--- src/rtl/yuv_rgb_pkg.sv ---
package yuv_rgb_pkg;
  localparam int PIX_W  = 8;
  localparam int COEF_W = 10;
  localparam int FRAC_W = 7;
  localparam int SUM_W  = 20;
  localparam int RED_W  = 5;
  localparam int GRN_W  = 6;
  localparam int BLU_W  = 5;

  typedef enum logic [1:0] {
    FMT_YUV    = 2'b00,
    FMT_RGB565 = 2'b01,
    FMT_YUV_B  = 2'b10,
    FMT_YUV_C  = 2'b11
  } fmt_e;

  // matrix coefficients, scaled by 2**FRAC_W
  localparam logic signed [COEF_W-1:0] K_Y  = 10'sd149;
  localparam logic signed [COEF_W-1:0] K_RV = 10'sd204;
  localparam logic signed [COEF_W-1:0] K_GU = 10'sd50;
  localparam logic signed [COEF_W-1:0] K_GV = 10'sd104;
  localparam logic signed [COEF_W-1:0] K_BU = 10'sd258;
  localparam int Y_BLACK = 16;
endpackage

--- src/rtl/yuv_rgb_input.sv ---
module yuv_rgb_input
  import yuv_rgb_pkg::*;
#(
  parameter int DW = PIX_W
) (
  input  logic                 clk_i,
  input  logic                 rst_ni,
  input  logic                 line_ref_i,
  input  logic [1:0]           fmt_i,
  input  logic                 chroma_offset_i,
  input  logic [2*DW-1:0]      data_i,
  output logic                 ref_o,
  output logic                 is565_o,
  output logic [2*DW-1:0]      word_o,
  output logic signed [DW-1:0] u_o,
  output logic signed [DW-1:0] v_o
);
  logic          ref_q, phase_v_q, line_start, take_u;
  logic [DW-1:0] c_s;

  always_comb begin
    // offset binary minus half-scale equals flipping the sign bit
    c_s        = chroma_offset_i ? {~data_i[DW-1], data_i[DW-2:0]} : data_i[DW-1:0];
    line_start = line_ref_i & ~ref_q;
    take_u     = line_start | ~phase_v_q;
  end

  always_ff @(posedge clk_i or negedge rst_ni) begin
    if (!rst_ni) begin
      ref_q     <= 1'b0;
      phase_v_q <= 1'b0;
      is565_o   <= 1'b0;
      word_o    <= '0;
      u_o       <= '0;
      v_o       <= '0;
    end else begin
      ref_q   <= line_ref_i;
      is565_o <= (fmt_i == FMT_RGB565);
      word_o  <= data_i;
      if (line_ref_i) begin
        phase_v_q <= take_u;
        if (take_u) u_o <= c_s;
        else        v_o <= c_s;
      end
    end
  end

  assign ref_o = ref_q;

  assert_line_start_u_R6: assert property (@(posedge clk_i) disable iff (!rst_ni)
    (line_ref_i && !ref_q) |=> (phase_v_q && ref_q));
endmodule

--- src/rtl/yuv_rgb_matrix.sv ---
module yuv_rgb_matrix
  import yuv_rgb_pkg::*;
#(
  parameter int DW   = PIX_W,
  parameter int SW   = SUM_W,
  parameter int FW   = FRAC_W,
  parameter int RW   = RED_W,
  parameter int GW   = GRN_W,
  parameter int BW   = BLU_W
) (
  input  logic                 clk_i,
  input  logic                 rst_ni,
  input  logic                 ref_i,
  input  logic                 is565_i,
  input  logic [2*DW-1:0]      word_i,
  input  logic signed [DW-1:0] u_i,
  input  logic signed [DW-1:0] v_i,
  output logic                 ref_o,
  output logic                 is565_o,
  output logic signed [SW-1:0] sum_r_o,
  output logic signed [SW-1:0] sum_g_o,
  output logic signed [SW-1:0] sum_b_o,
  output logic [DW-1:0]        pr_o,
  output logic [DW-1:0]        pg_o,
  output logic [DW-1:0]        pb_o
);
  localparam int G_LO = BW;
  localparam int R_LO = BW + GW;
  localparam logic signed [SW-1:0] RND = SW'(1) <<< (FW - 1);
  localparam logic signed [SW-1:0] CY  = SW'(K_Y);
  localparam logic signed [SW-1:0] CRV = SW'(K_RV);
  localparam logic signed [SW-1:0] CGU = SW'(K_GU);
  localparam logic signed [SW-1:0] CGV = SW'(K_GV);
  localparam logic signed [SW-1:0] CBU = SW'(K_BU);
  localparam logic signed [SW-1:0] YOF = SW'(Y_BLACK);

  logic signed [SW-1:0] ye, ue, ve, yt;
  logic [RW-1:0] rf;
  logic [GW-1:0] gf;
  logic [BW-1:0] bf;

  always_comb begin
    ye = $signed({{(SW-DW){1'b0}}, word_i[2*DW-1:DW]}) - YOF;
    ue = SW'(u_i);
    ve = SW'(v_i);
    yt = ye * CY + RND;
    rf = word_i[R_LO +: RW];
    gf = word_i[G_LO +: GW];
    bf = word_i[0 +: BW];
  end

  always_ff @(posedge clk_i or negedge rst_ni) begin
    if (!rst_ni) begin
      ref_o   <= 1'b0;
      is565_o <= 1'b0;
      sum_r_o <= '0;
      sum_g_o <= '0;
      sum_b_o <= '0;
      pr_o    <= '0;
      pg_o    <= '0;
      pb_o    <= '0;
    end else begin
      ref_o   <= ref_i;
      is565_o <= is565_i;
      sum_r_o <= yt + ve * CRV;
      sum_g_o <= yt - ue * CGU - ve * CGV;
      sum_b_o <= yt + ue * CBU;
      // widen by repeating the field's top bits
      pr_o    <= {rf, rf[RW-1 -: DW-RW]};
      pg_o    <= {gf, gf[GW-1 -: DW-GW]};
      pb_o    <= {bf, bf[BW-1 -: DW-BW]};
    end
  end
endmodule

--- src/rtl/yuv_rgb_output.sv ---
module yuv_rgb_output
  import yuv_rgb_pkg::*;
#(
  parameter int DW = PIX_W,
  parameter int SW = SUM_W,
  parameter int FW = FRAC_W
) (
  input  logic                 clk_i,
  input  logic                 rst_ni,
  input  logic                 ref_i,
  input  logic                 is565_i,
  input  logic signed [SW-1:0] sum_r_i,
  input  logic signed [SW-1:0] sum_g_i,
  input  logic signed [SW-1:0] sum_b_i,
  input  logic [DW-1:0]        pr_i,
  input  logic [DW-1:0]        pg_i,
  input  logic [DW-1:0]        pb_i,
  output logic [DW-1:0]        r_o,
  output logic [DW-1:0]        g_o,
  output logic [DW-1:0]        b_o,
  output logic                 active_o
);
  localparam logic signed [SW-1:0] MAXV = (SW'(1) <<< DW) - SW'(1);

  function automatic logic [DW-1:0] clamp(input logic signed [SW-1:0] s);
    logic signed [SW-1:0] sh;
    sh = s >>> FW;
    if (sh < 0)         return '0;
    else if (sh > MAXV) return '1;
    else                return sh[DW-1:0];
  endfunction

  logic [DW-1:0] r_n, g_n, b_n;

  always_comb begin
    if (!ref_i) begin
      r_n = '0; g_n = '0; b_n = '0;
    end else if (is565_i) begin
      r_n = pr_i; g_n = pg_i; b_n = pb_i;
    end else begin
      r_n = clamp(sum_r_i); g_n = clamp(sum_g_i); b_n = clamp(sum_b_i);
    end
  end

  always_ff @(posedge clk_i or negedge rst_ni) begin
    if (!rst_ni) begin
      r_o      <= '0;
      g_o      <= '0;
      b_o      <= '0;
      active_o <= 1'b0;
    end else begin
      r_o      <= r_n;
      g_o      <= g_n;
      b_o      <= b_n;
      active_o <= ref_i;
    end
  end
endmodule

--- src/rtl/yuv_rgb_conv.sv ---
module yuv_rgb_conv
  import yuv_rgb_pkg::*;
#(
  parameter int DW = PIX_W,
  parameter int SW = SUM_W,
  parameter int FW = FRAC_W
) (
  input  logic          clk_i,
  input  logic          rst_ni,
  input  logic          line_ref_i,
  input  logic [1:0]    fmt_i,
  input  logic          chroma_offset_i,
  input  logic [2*DW-1:0] data_i,
  output logic [DW-1:0] r_o,
  output logic [DW-1:0] g_o,
  output logic [DW-1:0] b_o,
  output logic          active_o
);
  localparam int G_LO = BLU_W;
  localparam int R_LO = BLU_W + GRN_W;

  logic                 s1_ref, s1_565, s2_ref, s2_565;
  logic [2*DW-1:0]      s1_word;
  logic signed [DW-1:0] s1_u, s1_v;
  logic signed [SW-1:0] s2_r, s2_g, s2_b;
  logic [DW-1:0]        s2_pr, s2_pg, s2_pb;

  yuv_rgb_input #(.DW(DW)) u_in (
    .clk_i, .rst_ni, .line_ref_i, .fmt_i, .chroma_offset_i, .data_i,
    .ref_o(s1_ref), .is565_o(s1_565), .word_o(s1_word), .u_o(s1_u), .v_o(s1_v)
  );

  yuv_rgb_matrix #(.DW(DW), .SW(SW), .FW(FW)) u_mat (
    .clk_i, .rst_ni,
    .ref_i(s1_ref), .is565_i(s1_565), .word_i(s1_word), .u_i(s1_u), .v_i(s1_v),
    .ref_o(s2_ref), .is565_o(s2_565),
    .sum_r_o(s2_r), .sum_g_o(s2_g), .sum_b_o(s2_b),
    .pr_o(s2_pr), .pg_o(s2_pg), .pb_o(s2_pb)
  );

  yuv_rgb_output #(.DW(DW), .SW(SW), .FW(FW)) u_out (
    .clk_i, .rst_ni,
    .ref_i(s2_ref), .is565_i(s2_565),
    .sum_r_i(s2_r), .sum_g_i(s2_g), .sum_b_i(s2_b),
    .pr_i(s2_pr), .pg_i(s2_pg), .pb_i(s2_pb),
    .r_o, .g_o, .b_o, .active_o
  );

  // cycles since reset, so 3-deep history is valid
  logic [1:0] warm_cnt;
  logic       warm;
  always_ff @(posedge clk_i or negedge rst_ni) begin
    if (!rst_ni)            warm_cnt <= '0;
    else if (warm_cnt != 3) warm_cnt <= warm_cnt + 2'd1;
  end
  assign warm = (warm_cnt == 2'd3);

  assert_latency_R1: assert property (@(posedge clk_i) disable iff (!rst_ni)
    warm |-> (active_o == $past(line_ref_i, 3)));

  assert_blank_R2: assert property (@(posedge clk_i) disable iff (!rst_ni)
    (warm && !$past(line_ref_i, 3)) |-> (r_o == '0 && g_o == '0 && b_o == '0));

  assert_widen_R3: assert property (@(posedge clk_i) disable iff (!rst_ni)
    (warm && $past(line_ref_i, 3) && ($past(fmt_i, 3) == FMT_RGB565)) |->
      (r_o == {$past(data_i[R_LO +: RED_W], 3), $past(data_i[2*DW-1 -: DW-RED_W], 3)} &&
       g_o == {$past(data_i[G_LO +: GRN_W], 3), $past(data_i[R_LO-1 -: DW-GRN_W], 3)} &&
       b_o == {$past(data_i[0 +: BLU_W], 3), $past(data_i[BLU_W-1 -: DW-BLU_W], 3)}));
endmodule

--- config.mk ---
export PLATFORM = sky130hd
export DESIGN_NAME = yuv_rgb_conv
export DESIGN_NICKNAME = d
export VERILOG_FILES = /design/src/rtl/yuv_rgb_pkg.sv /design/src/rtl/yuv_rgb_input.sv /design/src/rtl/yuv_rgb_matrix.sv /design/src/rtl/yuv_rgb_output.sv /design/src/rtl/yuv_rgb_conv.sv
export SDC_FILE = /design/constraint.sdc
export NUM_CORES = 1
export LEC_CHECK = 0
export BUFFER_PORTS_ARGS = -buffer_cell sky130_fd_sc_hd__clkbuf_2
export CAP_MARGIN = 15
export CORE_MARGIN = 5
export CORE_UTILIZATION = 46
export CTS_CLUSTER_DIAMETER = 150
export DETAILED_ROUTE_END_ITERATION = 6
export HOLD_SLACK_MARGIN = 0.06
export SLEW_MARGIN = 20
export SYNTH_ARGS = -nofsm -noshare
export SYNTH_HDL_FRONTEND = slang
export SYNTH_SLANG_ARGS = --single-unit
export TNS_END_PERCENT = 20
--- constraint.sdc ---
create_clock -name clk_i -period 7.1 [get_ports clk_i]
set_clock_uncertainty 0.05 [all_clocks]
set_input_delay 1.42 -clock clk_i [delete_from_list [all_inputs] [get_ports clk_i]]
set_output_delay 1.42 -clock clk_i [all_outputs]
set_load 0.02 [all_outputs]
### Word-level counts from Yosys, hierarchy flattened

Index checks and enable logic that the tools add are counted.

| storage, ports and cells | value |
|---|---|
| output and inout port bits | 25 |
| flip-flop bits (word level) | 146 |
| word-level logic and storage cells | 57 |
| bits of input ports | 22 |

| operators by class | value |
|---|---|
| multiplexer cells | 13 |
| equal/unequal tests | 1 |
| bitwise logic cells | 6 |
| magnitude comparators | 6 |
| $mul | 5 |
| reductions and logical operators | 2 |
| add/subtract/negate cells | 6 |

Operators by type and width:

| cell | count |
|---|---|
| two-way mux 8 bit | 13 |
| adder 20 bit | 2 |
| subtractor 20 bit | 2 |
| > comparator 13 x 9 -> 1 bit, second input constant | 3 |
| less-than comparator 13 x 1 -> 1 bit, second input constant | 3 |
| adder 20 x 8 -> 20 bit, second input constant | 1 |
| multiplier 20 x 9 -> 20 bit, second input constant | 1 |
| multiplier 8 x 9 -> 17 bit, second input constant | 1 |
| multiplier 8 x 7 -> 15 bit, second input constant | 1 |
| multiplier 8 x 6 -> 14 bit, second input constant | 1 |
| multiplier 8 x 5 -> 13 bit, second input constant | 1 |
| subtractor 8 x 5 -> 9 bit, second input constant | 1 |
| inverter 1 bit | 4 |
| AND reduction 2 bit | 2 |
| equality test 2 x 1 -> 1 bit, second input constant | 1 |
| bitwise AND 1 bit | 1 |
| bitwise OR 1 bit | 1 |

### Depth between registers and ports, before layout

Gate-level depths: netlist of the first run.

| logic depth | value |
|---|---|
| word-level depth | 5 |
| mapped depth | 29 |
| depth with buffers taken out | 29 |

### Cells and area by module

From an unflattened synthesis of the first run, not the netlist that was laid out.

| unflattened totals | value |
|---|---|
| cells, all modules | 1160 |
| area total of the unflattened synthesis | 11760.0 µm² |

By module, submodules not included:

| module | cells each | times used | area each (µm²) | sequential area each (µm²) |
|---|---|---|---|---|
| yuv_rgb_matrix | 988 | 1 | 9257.6 | 1876.8 |
| yuv_rgb_output | 116 | 1 | 1395.1 | 625.6 |
| yuv_rgb_input | 56 | 1 | 1107.3 | 875.8 |

### Least setup slack after synthesis of the first run

Ideal clock, no wire load.

| path | value |
|---|---|
| kind | register to register |
| start point | register u_in.word_o[12] |
| end point | register u_mat.sum_g_o[19] |
| stages on the path, launching flop included | 28 |
| data arrival time | 6.290 ns |
| path buffers | 1 |
| setup slack | 0.628 ns |
| required time | 6.919 ns |
| library setup time | 0.131 ns |
| clock period less this slack | 6.472 ns |
| cell sequence | dfrtp_1 -> inv_1 -> ha_1 -> nor3b_1 -> buf_1 -> ha_1 -> ha_1 -> inv_1 -> fa_1 -> inv_1 -> fa_1 -> ha_1 -> ha_1 -> a21oi_1 -> o21bai_1 -> a21oi_1 -> o21ai_1 -> a21oi_1 -> o21bai_1 -> xnor2_1 -> fa_1 -> inv_1 -> ha_1 -> or3_1 -> o211ai_1 -> nand2b_1 -> o311ai_1 -> xnor2_1 |

| between the ends | value |
|---|---|
| longest elaborated chain between the ends | 5 |

Ends and longest elaborated chain:

| element | line | text |
|---|---|---|
| from (decl) | yuv_rgb_input.sv:14 | `output logic [2*DW-1:0] word_o,` |
| from (signal assigned) | yuv_rgb_input.sv:39 | `word_o <= data_i;` |
| subtractor 8 x 5 -> 9 bit | yuv_rgb_matrix.sv:43 | `ye = $signed({{(SW-DW){1'b0}}, word_i[2*DW-1:DW]}) - YOF;` |
| multiplier 20 x 9 -> 20 bit | yuv_rgb_matrix.sv:46 | `yt = ye * CY + RND;` |
| adder 20 x 8 -> 20 bit | yuv_rgb_matrix.sv:46 |  |
| subtractor 20 bit (2 in series) | yuv_rgb_matrix.sv:66 | `sum_g_o <= yt - ue * CGU - ve * CGV;` |
| to (signal assigned) | yuv_rgb_matrix.sv:66 |  |
| to (decl) | yuv_rgb_matrix.sv:21 | `output logic signed [SW-1:0] sum_g_o,` |

No other way between the ends.
A chain may end at the register's enable or synchronous reset.

### Worst setup path in the final report of the first run

Ends and elaborated chain as after synthesis.

==> run_results.csv, run 1 <==
group,metric,value,unit
synthesis,synth.yosys.seq_area_share,0.288,
route,viasPerCell,5.03,
synthesis,synth.top_cells.by_area,"dfrtp_1 (29%), ha_1 (24%), fa_1 (11%)",
global_routing,grt_pass1_vias,6760,
cells_and_area,seq_area,0.00293,mm²
synthesis,netlist-cell-type-count,54,
route,route.detailed.wl_per_inst,15.3,µm
global_routing,track_usage,0.178,
clock_tree,cts_hold_buffers,0,
synthesis,ys_dominant_reg_cell,"dfrtp_1",
synthesis,count_leader_synth,"ha_1",
clock_tree,tritoncts.num_buffers,17,
synthesis,post_synth_inst_count,1015,
worst_setup_path,worstReg2RegStart,"u_in.word_o[12]",
worst_setup_path,critical_path_class,"flip-flop to flip-flop",
hold_path,hold_depth,0,
cells_and_area,layout-drive-gt1-share,0.0974,
synthesis,synthArstFlopShare,1.00,
route,drtAntennaViolNets,0,
synthesis,ys_warn_count,0,
clock_tree,clk_path_buf_depth,2,
sta,grt_setup_unrepaired,"no",
worst_setup_path,r2r-end,"u_mat.sum_g_o[19]",
placement,gpl.final_weighted_congestion,0.822,
route,routed_wl,21.0,mm
clock_tree,tritoncts,"yes",
worst_setup_path,worst_r2r_path_depth,27,
synthesis,syn-cell-area,0.0102,mm²
synthesis,synth-seq-cells,117,
floorplanning,dieArea,0.0252,mm²
cells_and_area,syn2layout_area_growth,12.5,%
placement,dpl.hpwl,17.7,mm
worst_setup_path,critPathCaptureType,"flip-flop",
route,drt_first_iter_violations,236,
floorplanning,initial_core_util,0.467,
sta,fmaxAchievable,152,MHz
job,timing.max_cap.violations,0,
synthesis,synthesis.nets,1287,
cells_and_area,fin_nets,1347,
sta,timing.final.hold_violations,0,
route,drt_pass1_iterations,4,
global_routing,grt_start_max_net_pins,71,
synthesis,share_of_cell_area_taken_by_muxes_after_synthesis,0.0154,
synthesis,synthXorXnorAreaFrac,0.0789,
cells_and_area,multi_input_area,0.00649,mm²
route,drc,0,
hold_path,hp-class,"flip-flop to flip-flop",
sta,timing_worst_slew_pin_value,0.953,ns
worst_setup_path,worst_path_required,7.34,ns
clock_tree,root_buffer_master,"clkbuf_16",
floorplanning,coreArea,0.0218,mm²
synthesis,synth-edff-count,0,
route,vias,6885,
synthesis,synth-simple-area-share,0.0732,
sta,slew-limit-headroom,0.360,
synthesis,synth_compound_area_frac,0.122,
sta,setup_tns_after_final_layout,0,ns
synthesis,post_synth_fa_ha_maj_area_fraction,0.349,
hold_path,hold_path_startpoint,"u_in.word_o[5]",
hold_path,min_to,"u_mat.pg_o[2]",
clock_tree,cts.sink_count,117,
global_routing,antenna_violations_before_repair,1,
worst_setup_path,worstSetupStartpointType,"flip-flop",
sta,holdWs,0.298,ns
sta,drv_slew,0,
placement,io_buffer_count,46,
synthesis,synth_largest_area_cell,"dfrtp_1",
global_routing,grt.overflow.total,0,
global_routing,grt_pass1_wl,34.1,mm
clock_tree,path_clk_slew,0.06,ns
worst_setup_path,critPathMaxFanout,5,
synthesis,synth.top_cell.area_share,0.288,
outcome,outcome,"complete, no violations",
sta,finalSetupViolCount,0,
sta,layout_worst_path_cycle_share,0.928,
clock_tree,setup_repair_bufs_after_cts,0,
floorplanning,die_x,159,µm
worst_setup_path,reg2reg_slack,0.51,ns
floorplanning,placementRows,54,
clock_tree,clkLatencyLatePin,0.42,ns
synthesis,largest_family_of_logic_cells_by_synthesized_area,"adder cells",
sta,layout_min_cycle_time,6.59,ns
floorplanning,die_height,159,µm
clock_tree,h-tree-depth,4,
cells_and_area,diodes,0,
synthesis,syn_area_per_cell,10.0,µm²
synthesis,most_numerous_cell_types_in_the_synthesized_netlist,"ha_1 (194), inv_1 (184), dfrtp_1 (117)",
worst_setup_path,timing.critical_path.arrival,6.83,ns
cells_and_area,total_of_fill_cells_in_the_finished_design,2030,
floorplanning,ioPinCount,47,
[what timing repair did]
item	CTS	global route
resized for setup	0	1
setup endpoints to repair	0	1
endpoints found under the hold margin	0	0
[critical path, cell delays in order (launching register included)]
cell and delay [ns]:
dfrtp_1 0.39, inv_2 0.09, ha_1 0.31, inv_1 0.14, ha_1 0.26, ha_1 0.30
ha_1 0.27, inv_1 0.05, fa_1 0.41, inv_1 0.08, fa_1 0.42, ha_1 0.24
fa_1 0.41, a21o_1 0.20, a21oi_1 0.22, o21bai_1 0.09, a21oi_1 0.22, o21ai_1 0.14
a21oi_1 0.20, o21bai_1 0.12, xnor2_1 0.18, fa_1 0.49, inv_1 0.05, ha_1 0.33
nand4_1 0.09, or3_1 0.34, o311ai_1 0.28, xnor2_1 0.11
[flip-flops by register name (all words and copies together) (netlist names), 5 cells and up]
name,flops
u_in.u_o,8
u_out.g_o,8
u_mat.sum_g_o,13
u_out.b_o,8
u_mat.pg_o,6
u_in.word_o,16
u_mat.sum_b_o,13
u_out.r_o,8
u_mat.pb_o,5
u_mat.pr_o,5
u_mat.sum_r_o,13
u_in.v_o,8
[worst max path at each step]
stage                         start                end  slack (ns)
floorplan           u_in.word_o[12]  u_mat.sum_g_o[19]        0.63
global placement    u_in.word_o[12]  u_mat.sum_g_o[19]        0.50
detailed placement  u_in.word_o[12]  u_mat.sum_g_o[19]        0.45
CTS                 u_in.word_o[12]  u_mat.sum_g_o[19]        0.40
global route        u_in.word_o[12]  u_mat.sum_g_o[19]        0.04
finish              u_in.word_o[12]  u_mat.sum_g_o[19]        0.51
[stage by stage]
| step | worst slack [ns] | area [µm²] | util | instances |
|---|---|---|---|---|
| after floorplan | 0.628 | 10200 | - | 1015 |
| after global placement | 0.501 | 10800 | 0.494 | 1336 |
| after detailed placement | 0.446 | 10800 | 0.494 | 1336 |
| after CTS | 0.404 | 11400 | 0.525 | 1368 |
| after global routing | 0.0441 | 11400 | 0.525 | 1368 |
| final | 0.514 | 11400 | 0.525 | 1368 |
[final cells by class]
cell class / count / share of cell area
clock buffer: 18 / 0.0375
inverter: 188 / 0.0617
clock inverter: 14 / 0.0215
sequential: 117 / 0.256
timing repair buffer: 52 / 0.0243
tap: 280 / 0.0307
multi-input combinational: 699 / 0.568
[cell families after synthesis]
logic type / count (synthesis)
AO/OA/AOI/OAI: 192
XOR/XNOR: 90
adder cells (fa/ha/maj): 250
buffers and inverters: 199
flip-flops: 117
multiplexers: 14
AND/OR/NAND/NOR: 153
[placed cells by master, fill, tap and decap left out, types with 19 or more instances in the layout]
cell / instances
nor2_1: 43
xor2_1: 29
xnor2_1: 60
ha_1: 194
inv_1: 183
dfrtp_1: 117
nand2_1: 34
o21ai_0: 31
nor3_1: 19
clkbuf_2: 45
a21oi_1: 58
fa_1: 56
[layer usage]
metal,track usage,share of wire,vias up
li1,-,-,3496
met1,0.243,0.47,3268
met2,0.294,0.47,100
met3,0.0247,0.046,21
met4,0.0524,0.014,0
met5,0,0,-
Power of run 1 is left out: the tool's default activity adds up to more than one toggle a clock period on the data nets, which glitch-free logic cannot reach.
==> run 2: changes to the inputs <==
==> constraint.sdc (replaced) <==
create_clock -name clk_i -period 6.1 [get_ports clk_i]
set_clock_uncertainty 0.05 [all_clocks]
set_input_delay 1.22 -clock clk_i [delete_from_list [all_inputs] [get_ports clk_i]]
set_output_delay 1.22 -clock clk_i [all_outputs]
set_load 0.005 [all_outputs]
==> run_results.csv, run 2 (synthesis gave the netlist of run 1 again) <==
group,metric,value,unit
outcome,outcome,"complete, no violations",
global_routing,grt_pass1_wl,36.3,mm
cells_and_area,most_used_cells_in_the_layout_excluding_fill_and_tap_cells,"ha_1 (175), inv_1 (172), dfrtp_1 (117), buf_4 (72), xnor2_1 (57)",
cells_and_area,fin_nets,1414,
global_routing,grt.overflow.total,0,
worst_setup_path,critical_path_class,"flip-flop to flip-flop",
worst_setup_path,cpPeakStageDelay,0.50,ns
sta,finalSetupViolCount,0,
sta,layout_worst_path_cycle_share,0.987,
route,drc,0,
cells_and_area,diodes,0,
clock_tree,tritoncts,"yes",
global_routing,grt_pass1_vias,7238,
sta,layout_min_cycle_time,6.02,ns
clock_tree,clkLatencyLatePin,0.43,ns
floorplanning,coreArea,0.0218,mm²
worst_setup_path,worst_r2r_path_depth,29,
worst_setup_path,worstSetupStartpointType,"flip-flop",
worst_setup_path,r2r-end,"u_mat.sum_g_o[19]",
worst_setup_path,critPathMostFrequentCell,"ha_4",
worst_setup_path,worst_path_required,6.35,ns
route,routed_wl,22.5,mm
job,timing.max_cap.violations,0,
floorplanning,ioPinCount,47,
sta,fmaxAchievable,166,MHz
clock_tree,cts_hold_buffers,0,
floorplanning,dieArea,0.0252,mm²
placement,io_buffer_count,46,
clock_tree,h-tree-depth,4,
global_routing,antenna_violations_before_repair,1,
cells_and_area,seq_area,0.00293,mm²
clock_tree,root_buffer_master,"clkbuf_16",
route,drtAntennaViolNets,0,
worst_setup_path,critPathCaptureType,"flip-flop",
cells_and_area,total_of_fill_cells_in_the_finished_design,1902,
placement,gpl.final_weighted_congestion,0.856,
hold_path,hold_path_startpoint,"u_in.word_o[0]",
floorplanning,placementRows,54,
route,route.detailed.wl_per_inst,15.7,µm
cells_and_area,final_common_cell,"ha_1",
hold_path,hold_depth,0,
clock_tree,tritoncts.num_buffers,17,
worst_setup_path,timing.critical_path.arrival,6.28,ns
worst_setup_path,reg2reg_slack,0.08,ns
global_routing,track_usage,0.188,
cells_and_area,largest_reg_flops,16,
floorplanning,die_height,159,µm
cells_and_area,register_with_the_highest_flop_count,"u_in.word_o",
placement,dpl.hpwl,18.2,mm
clock_tree,cts.sink_count,117,
clock_tree,clk_path_buf_depth,2,
floorplanning,initial_core_util,0.467,
clock_tree,path_clk_slew,0.06,ns
sta,timing_worst_slew_pin_value,1.11,ns
sta,grt_setup_unrepaired,"yes",
worst_setup_path,worstReg2RegStart,"u_in.word_o[12]",
sta,slew-limit-headroom,0.259,
sta,drv_slew,0,
route,drt_pass1_iterations,4,
global_routing,grt_start_max_net_pins,82,
worst_setup_path,slowest_stage,"fa_1",
hold_path,hp-class,"flip-flop to flip-flop",
worst_setup_path,critPathMaxFanout,3,
sta,setup_tns_after_final_layout,0,ns
sta,timing.final.hold_violations,0,
cells_and_area,multi_input_area,0.00689,mm²
hold_path,min_to,"u_mat.pb_o[3]",
cells_and_area,syn2layout_area_growth,21.4,%
route,vias,7225,
floorplanning,die_x,159,µm
route,viasPerCell,5.03,
cells_and_area,layout-drive-gt1-share,0.200,
route,drt_first_iter_violations,237,
[run 2: cell types whose count changed in the layout (fill, tap and decap cells not counted), moves of 3 or more]
cell     change
a21oi_1      -6
a21oi_2      +5
buf_4       +65
fa_1         -3
fa_2         +3
ha_1        -19
ha_4        +17
inv_1       -11
inv_2        +8
inv_4        +3
xnor2_1      -3
[run 2: per-stage QoR]
stage                     utilization  instance area [µm²]  hold WS [ns]  cells  worst slack [ns]
final                           0.567                12300         0.293   1435            0.0764
after global routing            0.567                12300         0.303   1435            -0.147
after floorplan                     -                10200         0.281   1015           0.00763
after detailed placement        0.513                11200         0.286   1389            -0.288
after CTS                       0.554                12100         0.298   1431           0.00291
after global placement          0.513                11200         0.283   1389            -0.145
[run 2: final cells by class]
| type | instances | area share |
|---|---|---|
| Tap cell | 280 | 0.0284 |
| Multi-Input combinational cell | 699 | 0.559 |
| Timing Repair Buffer | 119 | 0.0639 |
| Sequential cell | 117 | 0.237 |
| Clock buffer | 18 | 0.0356 |
| Inverter | 188 | 0.0578 |
| Clock inverter | 14 | 0.0179 |
[run 2: layer usage]
| metal | global-route usage | vias up | wire [µm] |
|---|---|---|---|
| met2 | 0.311 | 109 | 10900 |
| met4 | 0.0524 | 0 | 307 |
| li1 | - | 3623 | - |
| met5 | 0 | - | 0 |
| met3 | 0.0321 | 18 | 1000 |
| met1 | 0.255 | 3475 | 10300 |
[run 2: worst max path at each step]
stage,cells after the start,endpoint,start,slack [ns]
final,29,u_mat.sum_g_o[19],u_in.word_o[12],0.08
after global routing,29,u_mat.sum_g_o[19],u_in.word_o[12],-0.15
after CTS,30,u_mat.sum_g_o[19],u_in.word_o[12],0.003
after detailed placement,29,u_mat.sum_g_o[19],u_in.word_o[12],-0.29
after global placement,29,u_mat.sum_g_o[19],u_in.word_o[12],-0.14
after floorplan,28,u_mat.sum_g_o[19],u_in.word_o[12],0.008
[run 2: timing repair]
action / in CTS / in global routing
pin swaps: 24 / 39
setup buffers: 11 / 7
gates resized for setup: 25 / 43
setup endpoints to repair: 9 / 12
[run 2: critical path: cells and delay by family (launching register included)]
family                   cells  cell delay, ns
XOR/XNOR                     2            0.32
AND/OR/NAND/NOR              2            0.48
buffers and inverters        6            0.41
adder cells (fa/ha/maj)     10            3.09
AO/OA/AOI/OAI                9            1.18
flip-flops                   1            0.38
Power of run 2 is left out for the same reason.
